==> src/rtl/cond_issue_seq.sv <==
module cond_issue_seq #(
  parameter int ALU_CYC  = 4,
  parameter int HUB_PRE  = 6,
  parameter int JMP_LONG = 8
) (
  input  logic        clk,
  input  logic        rst,
  input  logic [31:0] instr,
  input  logic        flag_z,
  input  logic        flag_c,
  input  logic        jump_hit,
  input  logic        hub_ack,
  output logic [8:0]  pc,
  output logic [5:0]  op,
  output logic [3:0]  cond,
  output logic        wz,
  output logic        wc,
  output logic        wr,
  output logic        imm,
  output logic [8:0]  dst,
  output logic [8:0]  src,
  output logic        exec_ok,
  output logic        src_rd,
  output logic        hub_req,
  output logic        wb_strobe,
  output logic        force_zc,
  output logic        busy
);
  localparam int MAXC = (JMP_LONG > HUB_PRE) ? JMP_LONG : HUB_PRE;
  localparam int CW   = $clog2(MAXC + 1);
  localparam logic [1:0] K_ALU = 2'd0, K_HUB = 2'd1, K_JMP = 2'd2, K_RSV = 2'd3;

  typedef enum logic [1:0] {S_ISSUE, S_WAIT, S_HUB} st_t;

  st_t         st;
  logic [31:0] ir;
  logic [CW-1:0] cnt, len;
  logic [1:0]  kind, nkind;
  logic        exq, firstq;

  wire [5:0] nop   = instr[31:26];
  wire [3:0] ncond = instr[21:18];
  wire       nex   = ncond[{flag_c, flag_z}];

  always_comb begin
    if (nop <= 6'd3)                      nkind = K_HUB;
    else if (nop <= 6'd7)                 nkind = K_RSV;
    else if (nop >= 6'd57 && nop <= 6'd59) nkind = K_JMP;
    else                                  nkind = K_ALU;
  end

  always_comb begin
    len = CW'(ALU_CYC);
    if (nex) begin
      if (nkind == K_HUB)                  len = CW'(HUB_PRE);
      else if (nkind == K_JMP && !jump_hit) len = CW'(JMP_LONG);
    end
  end

  always_ff @(posedge clk) begin
    if (rst) begin
      st     <= S_ISSUE;
      pc     <= '0;
      ir     <= '0;
      cnt    <= '0;
      kind   <= K_ALU;
      exq    <= 1'b0;
      firstq <= 1'b0;
    end else begin
      case (st)
        S_ISSUE: begin
          ir     <= instr;
          exq    <= nex;
          kind   <= nkind;
          cnt    <= len - CW'(1);
          firstq <= nex && !instr[22];
          pc     <= pc + 9'd1;
          st     <= S_WAIT;
        end
        S_WAIT: begin
          firstq <= 1'b0;
          cnt    <= cnt - CW'(1);
          if (cnt == CW'(1))
            st <= (exq && kind == K_HUB) ? S_HUB : S_ISSUE;
        end
        S_HUB: if (hub_ack) st <= S_ISSUE;
        default: st <= S_ISSUE;
      endcase
    end
  end

  assign op   = ir[31:26];
  assign wz   = ir[25];
  assign wc   = ir[24];
  assign wr   = ir[23];
  assign imm  = ir[22];
  assign cond = ir[21:18];
  assign dst  = ir[17:9];
  assign src  = ir[8:0];

  assign exec_ok   = exq;
  assign busy      = (st != S_ISSUE);
  assign src_rd    = firstq;
  assign hub_req   = (st == S_HUB);
  assign force_zc  = busy && exq && kind == K_RSV;
  assign wb_strobe = (st == S_WAIT && cnt == CW'(1) && exq && kind != K_HUB) ||
                     (st == S_HUB && hub_ack);
endmodule

==> config.mk <==
export PLATFORM = sky130hd
export DESIGN_NAME = cond_issue_seq
export DESIGN_NICKNAME = d
export VERILOG_FILES = /design/src/rtl/cond_issue_seq.sv
export SDC_FILE = /design/constraint.sdc
export NUM_CORES = 1
export LEC_CHECK = 0
export ABC_AREA = 1
export BUFFER_PORTS_ARGS = -buffer_cell sky130_fd_sc_hd__buf_2
export CORE_MARGIN = 4
export CORE_UTILIZATION = 35
export CTS_BUF_LIST = sky130_fd_sc_hd__clkbuf_4 sky130_fd_sc_hd__clkbuf_8
export DETAILED_ROUTE_END_ITERATION = 12
export GPL_TIMING_DRIVEN = 1
export MAX_ROUTING_LAYER = met4
export PLACE_DENSITY_LB_ADDON = 0.25
export SLEW_MARGIN = 20
export SYNTH_ARGS = -nofsm -noshare
export SYNTH_HDL_FRONTEND = slang
export SYNTH_SLANG_ARGS = --single-unit
==> constraint.sdc <==
create_clock -name clk -period 1.59 [get_ports clk]
set_input_delay 0.318 -clock clk [delete_from_list [all_inputs] [get_ports clk]]
set_output_delay 0.318 -clock clk [all_outputs]
set_load 0.02 [all_outputs]
==> qor.csv <==
stage,metric,value,unit
clock_network,cts.path.max_buffers,2,
worst_setup_path,critPathTopFamily,flip-flops,
synthesis,yosys.area.top_type,dfxtp_1,
synthesis,synthAdderAreaFrac,2.27,%
cells_and_area,num_antenna_cells,0,
sta,clock_skew,6.24,ps
global_routing,antenna_found_initial,0,
cells_and_area,final_area,2920,sq um
cells_and_area,fillers,632,
floorplan,io_pins,85,
global_routing,grt_pass1_wl,9.37,mm
synthesis,synth-simple-area-share,26.3,%
synthesis,syn_area_per_cell,7.27,sq um
sta,min_period_over_period,101,%
synthesis,ys_warn_count,0,
synthesis,synth_fp_nets,345,
detailed_routing,wirelength,5.54,mm
power_and_ir_drop,cellPowerDensity,934,nW/um^2
clock_network,cts_sinks,51,
detailed_routing,post-route-drc-count,0,
detailed_routing,ant_nets,0,
synthesis,synth_compound_area_share,15.8,%
clock_network,cts_buffers,5,
placed_design,place.gp.congestion,0.789,
worst_setup_path,path_cells,"inv_2, ha_4, nand2_4, nor2_4, o21ai_2, nand2_1, buf_6",
sta,min_period,1610,ps
synthesis,synth_area,2200,sq um
placed_design,dp_hpwl,4.01,mm
synthesis,synth_mux_area_share,0,%
sta,setup_viol,1,
cells_and_area,fin_nets,435,
global_routing,grt_usage,15.7,%
clock_network,cts-root-buf,clkbuf_8,
sta,slew_violations,0,
worst_setup_path,crit_arrival,1290,ps
floorplan,dieWidth,87.3,um
cells_and_area,final_util,48.4,%
worst_setup_path,crit_type,reg -> out,
sta,fmax,622,MHz
sta,timing.final.ws_setup,-16.6,ps
floorplan,fp-row-count,28,
worst_setup_path,crit_fanout,3,
floorplan,core_area,6030,sq um
floorplan,dieArea,7630,sq um
sta,max_slew_margin,67.3,%
placed_design,dpl_cell_area,2710,sq um
cells_and_area,final_common_cell,buf_2,
run_status,outcome,finished with violations,
detailed_routing,vias,2134,
synthesis,synth-xor-area-share,0.795,%
flow_run,drv_cap,0,
sta,hold_viol_final,0,
cells_and_area,syn_to_final_growth,32.4,%
detailed_routing,viasPerCell,4.55,
worst_setup_path,cp.required,1270,ps
global_routing,grt.overflow.total,0,
worst_setup_path,cpMaxStageDelayCell,dfxtp_2,
cells_and_area,drive_gt1_share,33.0,%
clock_network,h-tree-depth,2,
detailed_routing,wl_per_cell,11.8,um
synthesis,syn_inst,303,
worst_setup_path,rrSetupSlack,260,ps
synthesis,yosys-top-cells-area,"dfxtp_1, nor2_1, o21ai_0",
worst_setup_path,cp-end-kind,primary output,
detailed_routing,drtIter0Drc,80,
synthesis,synth_top_area_share,46.3,%
synthesis,synth.yosys.seq_area_share,46.3,%
synthesis,synth_top_family_by_area,simple AND/OR/NAND/NOR gates,
worst_setup_path,worst-path-buf-inv,2,
detailed_routing,drtPass1Iterations,4,
run_status,failed_checks,negative setup slack,
cells_and_area,final_cell_mix,"buf_2, nor2_1, dfxtp_1",
power_and_ir_drop,ir_drop,0.527,mV
power_and_ir_drop,p_leak,1.45,nW
placed_design,port_buffers,84,
clock_network,cts_tree,built,
floorplan,die_h,87.3,um
global_routing,first_global_vias,2042,
worst_setup_path,crit_path_max_incr_delay,340,ps
sta,rsz0062_at_grt,true,
floorplan,initial_utilization,36.6,%
power_and_ir_drop,total_power,0.00273,W
sta,tightest_slew,490,ps
clock_network,clk-insertion-delay-late,300,ps
global_routing,grt_start_max_net_pins,53,
worst_setup_path,worstSetupStartpointType,flip-flop,
synthesis,ys_ff_latch,51,
clock_network,cts.clk_slew.worst_paths,90,ps
synthesis,ys_types,29,
worst_hold_path,hold_class,in -> reg,
## what timing repair did
action,CTS,global route
hold buffers,0,0
setup buffers,4,0
setup endpoints to repair,3,3
resized for setup,21,10
pin swaps,2,2
## cell type report
class,count,area (sq um),share of cell area (%)
Clock buffer,7,83.8,2.87
Multi-Input combinational cell,210,1060,36.3
Inverter,29,119,4.07
Timing Repair Buffer,96,527,18.1
Clock inverter,1,5.00,0.172
Tap cell,75,93.8,3.22
Sequential cell,51,1030,35.3
## kinds of logic (layout without fill, tap and decap cells)
family,after synthesis,after routing
AO/OA/AOI/OAI,68,68
XOR/XNOR,2,2
adder cells (fa/ha/maj),4,4
buffers and inverters,42,133
flip-flops,51,51
AND/OR/NAND/NOR,136,136
## metal layers
| layer | part of all wire, % | wire length, um | track usage (%) |
|---|---|---|---|
| met3 | 6.4 | 355 | 3.78 |
| met2 | 46 | 2530 | 24.7 |
| met1 | 47 | 2600 | 20.1 |
| met5 | 0 | 0 | - |
| met4 | 0.94 | 52 | 4.60 |
## stage by stage
| step | TNS, ps | worst slack [ps] | cells | hold slack [ps] |
|---|---|---|---|---|
| floorplan | 0 | 29.6 | 303 | 447 |
| global placement | -15.1 | -15.1 | 457 | 448 |
| detailed placement | -52.3 | -52.3 | 457 | 454 |
| CTS | -39.2 | -39.2 | 469 | 255 |
| global route | -106 | -102 | 469 | 250 |
| finish | -16.6 | -16.6 | 469 | 265 |
## path summary, 6_finish.rpt
kind | start | end | depth (start not counted)
setup / recovery | cnt[1]$_SDFFE_PP0P_ | wb_strobe | 7
hold / removal | instr[4] | ir[4]$_SDFFE_PP0P_ | 3
hold reg to reg | src_rd$_SDFFE_PP0P_ | src_rd$_SDFFE_PP0P_ | 2
setup reg to reg | st[0]$_SDFFE_PP0P_ | pc[8]$_SDFFE_PP0P_ | 5
## flip-flops by register name, indices dropped and copies added (netlist names)
register and count:
cnt 4, src_rd 1, ir 32, kind 2, exec_ok 1, st 2
pc 9
## synth_stat cells (all sizes together)
| cell type | count |
|---|---|
| buf | 8 |
| nand3 | 10 |
| ha | 4 |
| o21a | 1 |
| nand2 | 46 |
| inv | 29 |
| nand4 | 1 |
| nor2 | 74 |
| a21oi | 23 |
| xnor2 | 1 |
| nor3 | 4 |
| clkbuf | 5 |
| o22ai | 1 |
| o21ai | 41 |
| or2 | 1 |
| o211ai | 1 |
| dfxtp | 51 |
| xor2 | 1 |
| a21boi | 1 |
## worst register-to-register path: stages (launching register included)
cell,delay (ps)
dfxtp_4,370
inv_2,110
nand2_8,90
inv_4,380
o21ai_0,170
a21oi_1,140
## power by group
group	switching, W	internal [W]	leakage (nW)
combinational	0.000345	0.000200	0.980
sequential	0.0000569	0.00137	0.424
clock	0.000409	0.000344	0.0491
Note: power is estimated with default switching activity, not from simulation.
